`config.mk`:
```
export PLATFORM = sky130hd
export DESIGN_NAME = sdclk_gen
export DESIGN_NICKNAME = d
export VERILOG_FILES = /design/src/rtl/sdclk_pkg.sv /design/src/rtl/sdclk_regs.sv /design/src/rtl/sdclk_divgen.sv /design/src/rtl/sdclk_tmo.sv /design/src/rtl/sdclk_gen.sv
export SDC_FILE = /design/constraint.sdc
export NUM_CORES = 1
export LEC_CHECK = 0
export ABC_AREA = 1
export CAP_MARGIN = 25
export CORE_MARGIN = 4
export CORE_UTILIZATION = 53
export DETAILED_ROUTE_END_ITERATION = 16
export DONT_BUFFER_PORTS = 1
export PLACE_DENSITY = 0.68
export SLEW_MARGIN = 20
export SYNTH_ARGS = -nofsm -noshare
export SYNTH_HDL_FRONTEND = slang
export SYNTH_HIERARCHICAL = 1
export SYNTH_SLANG_ARGS = --single-unit
```
`constraint.sdc`:
```
create_clock -name clk -period 3.3 [get_ports clk]
set_clock_uncertainty 0.05 [all_clocks]
set_input_delay 0.33 -clock clk [delete_from_list [all_inputs] [get_ports clk]]
set_output_delay 0.33 -clock clk [all_outputs]
set_load 0.02 [all_outputs]
```
`src/rtl/sdclk_pkg.sv`:
```
package sdclk_pkg;
  typedef enum logic [1:0] {
    SEL_DIV = 2'd0,
    SEL_TMO = 2'd1,
    SEL_CFG = 2'd2
  } sdclk_sel_e;

  localparam int CFG_SLOW_BIT = 0;
endpackage

```
`src/rtl/sdclk_regs.sv`:
```
module sdclk_regs
  import sdclk_pkg::*;
#(
  parameter int DIV_W    = 11,
  parameter int TMO_W    = 32,
  parameter logic [TMO_W-1:0] TMO_INIT = 32'h00F0_0000
) (
  input  logic             clk,
  input  logic             rst_n,
  input  logic             wr_en,
  input  logic [1:0]       wr_sel,
  input  logic [TMO_W-1:0] wr_data,
  output logic [DIV_W-1:0] div_n,
  output logic [TMO_W-1:0] tmo_start,
  output logic             slow_card
);
  always_ff @(posedge clk or negedge rst_n) begin
    if (!rst_n) begin
      div_n     <= '0;
      tmo_start <= TMO_INIT;
      slow_card <= 1'b0;
    end else if (wr_en) begin
      case (sdclk_sel_e'(wr_sel))
        SEL_DIV: div_n     <= wr_data[DIV_W-1:0];
        SEL_TMO: tmo_start <= wr_data;
        SEL_CFG: slow_card <= wr_data[CFG_SLOW_BIT];
        default: ;
      endcase
    end
  end
endmodule

```
`src/rtl/sdclk_divgen.sv`:
```
module sdclk_divgen #(
  parameter int DIV_W     = 11,
  parameter int FAST_BITS = 3
) (
  input  logic             clk,
  input  logic             rst_n,
  input  logic [DIV_W-1:0] div_n,
  input  logic             slow_card,
  input  logic             data_phase,
  output logic             sd_clk,
  output logic             rise
);
  localparam int CNT_W = DIV_W + 1;

  logic [DIV_W-1:0] eff_n;
  logic [CNT_W-1:0] next_len;
  logic [CNT_W-1:0] cnt;
  logic [CNT_W-1:0] cur_len;
  logic             clk_q;

  // Divisor selection: narrow field in data phase unless slow-card is set
  generate
    if (FAST_BITS >= DIV_W) begin : g_full_only
      assign eff_n = div_n;
    end else begin : g_narrow
      assign eff_n = (data_phase && !slow_card)
                   ? {{(DIV_W-FAST_BITS){1'b0}}, div_n[FAST_BITS-1:0]}
                   : div_n;
    end
  endgenerate

  assign next_len = {1'b0, eff_n} + CNT_W'(2);
  assign rise     = (cnt == cur_len - CNT_W'(1));

  // A new length is latched only when a period wraps (rising edge of sd_clk)
  always_ff @(posedge clk or negedge rst_n) begin
    if (!rst_n) begin
      cnt     <= CNT_W'(1);
      cur_len <= CNT_W'(2);
      clk_q   <= 1'b0;
    end else if (rise) begin
      cnt     <= '0;
      cur_len <= next_len;
      clk_q   <= 1'b1;
    end else begin
      cnt     <= cnt + CNT_W'(1);
      clk_q   <= ((cnt + CNT_W'(1)) < (cur_len >> 1));
    end
  end

  assign sd_clk = clk_q;
endmodule

```
`src/rtl/sdclk_tmo.sv`:
```
module sdclk_tmo #(
  parameter int TMO_W = 32
) (
  input  logic             clk,
  input  logic             rst_n,
  input  logic [TMO_W-1:0] start_val,
  input  logic             load,
  input  logic             active,
  input  logic             tick,
  output logic             expired
);
  logic [TMO_W-1:0] remain;
  logic             armed;
  logic             pulse_q;

  always_ff @(posedge clk or negedge rst_n) begin
    if (!rst_n) begin
      remain  <= '0;
      armed   <= 1'b0;
      pulse_q <= 1'b0;
    end else if (load) begin
      remain  <= start_val;
      armed   <= 1'b1;
      pulse_q <= 1'b0;
    end else if (armed && active && tick) begin
      if (remain <= TMO_W'(1)) begin
        remain  <= '0;
        armed   <= 1'b0;
        pulse_q <= 1'b1;
      end else begin
        remain  <= remain - TMO_W'(1);
        pulse_q <= 1'b0;
      end
    end else begin
      pulse_q <= 1'b0;
    end
  end

  assign expired = pulse_q;
endmodule

```
`src/rtl/sdclk_gen.sv`:
```
module sdclk_gen #(
  parameter int DIV_W     = 11,
  parameter int FAST_BITS = 3,
  parameter int TMO_W     = 32,
  parameter logic [TMO_W-1:0] TMO_INIT = 32'h00F0_0000
) (
  input  logic             clk,
  input  logic             rst_n,
  input  logic             cfg_wr,
  input  logic [1:0]       cfg_sel,
  input  logic [TMO_W-1:0] cfg_wdata,
  input  logic             data_phase,
  input  logic             wait_load,
  input  logic             wait_active,
  output logic             sd_clk,
  output logic             tmo_expired
);
  logic [DIV_W-1:0] div_n;
  logic [TMO_W-1:0] tmo_start;
  logic             slow_card;
  logic             edge_tick;

  sdclk_regs #(.DIV_W(DIV_W), .TMO_W(TMO_W), .TMO_INIT(TMO_INIT)) u_regs (
    .clk       (clk),
    .rst_n     (rst_n),
    .wr_en     (cfg_wr),
    .wr_sel    (cfg_sel),
    .wr_data   (cfg_wdata),
    .div_n     (div_n),
    .tmo_start (tmo_start),
    .slow_card (slow_card)
  );

  sdclk_divgen #(.DIV_W(DIV_W), .FAST_BITS(FAST_BITS)) u_div (
    .clk        (clk),
    .rst_n      (rst_n),
    .div_n      (div_n),
    .slow_card  (slow_card),
    .data_phase (data_phase),
    .sd_clk     (sd_clk),
    .rise       (edge_tick)
  );

  sdclk_tmo #(.TMO_W(TMO_W)) u_tmo (
    .clk       (clk),
    .rst_n     (rst_n),
    .start_val (tmo_start),
    .load      (wait_load),
    .active    (wait_active),
    .tick      (edge_tick),
    .expired   (tmo_expired)
  );
endmodule

```
==> results_tabular.tex <==
\begin{tabular}{lr}
\hline
Metric & Value \\
\hline
\multicolumn{2}{l}{\textbf{Pwr}} \\
\quad Clock network fraction of design power & 32.3\% \\
\quad Internal Pwr Total & 2213 uW \\
\quad Power per standard cell area & 452.7 mW/mm\^{}2 \\
\quad Switching power total & 1115 uW \\
\quad Sequential fraction of design power & 47.4\% \\
\quad Total power & 3328 uW \\
\quad Proportion of power drawn by combinational gates & 20.3\% \\
\quad Fraction of power spent switching nets & 33.50\% \\
\quad Static Leak & 0.003713 uW \\
\quad Maximum VDD drop & 368.2 uV \\
\multicolumn{2}{l}{\textbf{Clock tree}} \\
\quad Number of cells upsized or downsized after cts & 0 \\
\quad CTS Buf Count & 9 \\
\quad Clock latency on the worst-skew pair & 0.36 ns \\
\quad Maximum clock path buffer count & 2 \\
\quad Hold bufs inserted after CTS & 2 \\
\quad TritonCTS clock tree & built \\
\quad Clock transition at path regs & 0.08 ns \\
\quad Master cell of the clock root buffer & clkbuf\_16 \\
\quad Post-CTS Setup Repair Bufs & 0 \\
\quad Clock H-tree levels & 3 \\
\quad TritonCTS Sinks & 103 \\
\multicolumn{2}{l}{\textbf{Route}} \\
\quad Post-Route WL & 15,650 um \\
\quad Routed Antenna Nets & 0 \\
\quad Count of routing violations after the opening detailed-route iteration & 397 \\
\quad Vias per inst & 5.203 \\
\quad DRC violation count after routing & 0 \\
\quad Count of vias placed by the detailed router & 5,697 \\
\quad Wire length per cell after detailed routing & 14.29 um \\
\quad Total iterations of the first detailed-routing run & 5 \\
\multicolumn{2}{l}{\textbf{Global route}} \\
\quad Number of antenna violations at the first check in global routing & 0 \\
\quad Vias in the first global route & 5,540 \\
\quad Pin count of the biggest net entering global routing & 104 \\
\quad Met3 capacity usage during global routing & 5.261\% \\
\quad Overall overflow remaining after global route & 0 \\
\quad Wire length of the first global-routing pass & 27,020 um \\
\quad GR Util met2 & 33.13\% \\
\quad Global-route total usage across every layer & 22.45\% \\
\quad Layer with the highest usage & met1 \\
\quad Met1 GRT Util & 33.59\% \\
\multicolumn{2}{l}{\textbf{Outcome}} \\
\quad Status & finished clean \\
\multicolumn{2}{l}{\textbf{Floorplanning}} \\
\quad Area of the core & 0.01282 mm\^{}2 \\
\quad Initial Util & 54.99\% \\
\quad Chip height & 123.4 um \\
\quad Width of the die & 123.4 um \\
\quad DIE AREA & 0.01522 mm\^{}2 \\
\quad \# IOs & 42 \\
\quad Std-Cell Rows & 41 \\
\multicolumn{2}{l}{\textbf{Run}} \\
\quad Number of maximum-capacitance violations & 0 \\
\multicolumn{2}{l}{\textbf{STA}} \\
\quad Headroom to the max-slew limit & 51.05\% \\
\quad Worst hold-check slack & 0.04438 ns \\
\quad Final worst-path setup slack & 0.4251 ns \\
\quad Fin crit share & 87.12\% \\
\quad RSZ-0062 raised after global routing & false \\
\quad Final-report hold violation count & 0 \\
\quad Clock period minus worst slack & 2.875 ns \\
\quad Summed negative setup slack over all endpoints & 0 ns \\
\quad Final setup violation count & 0 \\
\quad Final number of max-transition violations & 0 \\
\quad Worst-margin pin slew & 0.7342 ns \\
\quad Max Fclk & 347.8 MHz \\
\multicolumn{2}{l}{\textbf{Logic synthesis}} \\
\quad Most common flop cell mapped by yosys & dfrtp\_1 \\
\quad Proportion of synthesized flip-flops having asynchronous set or reset & 100.0\% \\
\quad Most repeated cell in the gate-level netlist after synthesis & nand2\_1 \\
\quad Net count of the mapped netlist & 987 \\
\quad Post-synth EDFFs & 0 \\
\quad Distinct cell type count of the synthesized netlist & 35 \\
\quad Count of state elements after synthesis & 103 \\
\quad Most area-hungry cell type in the Yosys netlist & dfrtp\_1 \\
\quad Leading post-synthesis cells by cell area & dfrtp\_1 (34\%), nand2\_1 (15\%), inv\_1 (5.6\%) \\
\quad Post-synthesis cell area & 0.007052 mm\^{}2 \\
\quad Commonest cells in the netlist & nand2\_1 (279), inv\_1 (106), dfrtp\_1 (97) \\
\quad Average instance area after synthesis & 7.566 um\^{}2 \\
\quad Yosys synthesis warning count & 6 \\
\quad Sequential cell area fraction in the yosys report & 36.66\% \\
\quad Cell count after synthesis & 932 \\
\quad Area share of the largest cell type after synthesis & 34.42\% \\
\multicolumn{2}{l}{\textbf{Place}} \\
\quad Detailed-placement wirelength estimate & 11,590 um \\
\quad Worst slack, placed & 0.4374 ns \\
\quad Final GP Congestion & 0.9564 \\
\quad Count of port buffers added during placement & 0 \\
\multicolumn{2}{l}{\textbf{Setup path}} \\
\quad Endpoint class of the critical path & register \\
\quad Startpoint kind of the worst setup timing path & register \\
\quad Critical path fanouts, max & 11 \\
\quad Worst EP arrival & 3.08 ns \\
\quad CP Class & register to register \\
\quad Req. time, crit path & 3.50 ns \\
\multicolumn{2}{l}{\textbf{Min path}} \\
\quad Type of the worst min-delay path & primary input to register \\
\multicolumn{2}{l}{\textbf{Finish}} \\
\quad Synthesis-to-finish area growth & 4.241\% \\
\quad Final cell utilization of the core & 57.32\% \\
\quad Final nets & 973 \\
\quad Final-layout fill cell count & 1,251 \\
\quad Layout cells sized above 1 & 14.63\% \\
\quad Number of antenna repair diodes & 0 \\
\hline
\end{tabular}
==> placed cells by master, fill, tap and decap left out, drive strengths merged, types with 15 or more instances in the layout <==
cell type / Yosys / layout
ha: 15 / 15
inv: 109 / 113
dfrtp: 97 / 97
nand2: 349 / 349
o21bai: 20 / 20
o21ai: 35 / 35
nand3: 72 / 72
nor2: 96 / 96
xor2: 27 / 27
nand4: 48 / 48
==> through the flow <==
stage                     cell area, um^2  cells
after floorplan                      7052    932
after global placement               7022   1077
after detailed placement             7022   1077
after CTS                            7351   1095
after global routing                 7351   1095
final                                7351   1095
==> layer usage <==
layer  wire [um]  part of all wire (%)  vias to the layer above
li1            -                     -                     2912
met1        7869                    50                     2632
met2        6621                    42                      133
met3         982                   6.3                       20
met4         179                   1.1                        0
met5           0                     0                        -
==> cell type report <==
| type | count | area, um^2 | area share, % |
|---|---|---|---|
| flip-flops and latches | 103 | 2585 | 35.17 |
| clock inverters | 6 | 62.56 | 0.8511 |
| inverters | 109 | 409.1 | 5.566 |
| clock buffers | 10 | 229.0 | 3.115 |
| repair buffers | 7 | 75.07 | 1.021 |
| well taps | 172 | 215.2 | 2.928 |
| multi-input cells | 688 | 3775 | 51.35 |
==> power groups by stage <==
| stage | Combinational [uW] | Clock (uW) | Sequential (uW) |
|---|---|---|---|
| final | 676 | 1080 | 1580 |
| after global routing | 773 | 1160 | 1600 |
| after CTS | 679 | 1100 | 1580 |
| after detailed placement | 645 | 0 | 1600 |
| after global placement | 635 | 0 | 1590 |
| after floorplan | 570 | 0 | 1560 |
==> critical path, cell delays in order (launching register included) <==
cell	delay [ns]
dfstp_2	0.58
inv_1	0.05
ha_1	0.28
inv_1	0.04
nand2_1	0.05
nand2_1	0.04
nor2_1	0.17
nand2_1	0.07
nor2_1	0.10
nand3b_1	0.09
nor2_2	0.13
nand3_2	0.08
inv_1	0.06
nand3_1	0.13
nand2_1	0.26
inv_1	0.25
nand2_1	0.11
nand2_1	0.05
o21bai_2	0.17
==> registers in the layout (all words and copies together), names as in the netlist, 11 cells and up <==
| signal | cells |
|---|---|
| u_regs/div_n | 11 |
| u_regs/tmo_start | 32 |
| u_div/cnt | 12 |
| u_tmo/remain | 32 |
| u_div/cur_len | 12 |
==> worst paths after layout <==
path / start / end / slack (ns) / cells after the start
setup / recovery: u_div/cur_len[1] / u_tmo/remain[6] / 0.43 / 18
hold / removal: cfg_wdata[21] / u_regs/tmo_start[21] / 0.04 / 2
setup reg to reg: u_div/cur_len[1] / u_tmo/remain[6] / 0.43 / 18
hold reg to reg: u_regs/tmo_start[23] / u_regs/tmo_start[23] / 0.42 / 2
max in group asynchronous: rst_n / u_div/cnt[0] / 2.25 / 2
min in group asynchronous: rst_n / u_tmo/remain[26] / 0.51 / 2
==> cells by family after synthesis <==
kind of cell | Yosys count | share of synthesized area [%]
buf+inv | 141 | 9.812
fa+ha+maj | 15 | 2.661
compound gates | 62 | 5.749
xor+xnor | 37 | 4.595
simple gates | 574 | 40.53
flops | 103 | 36.66
Note: power is estimated with default switching activity, not from simulation.
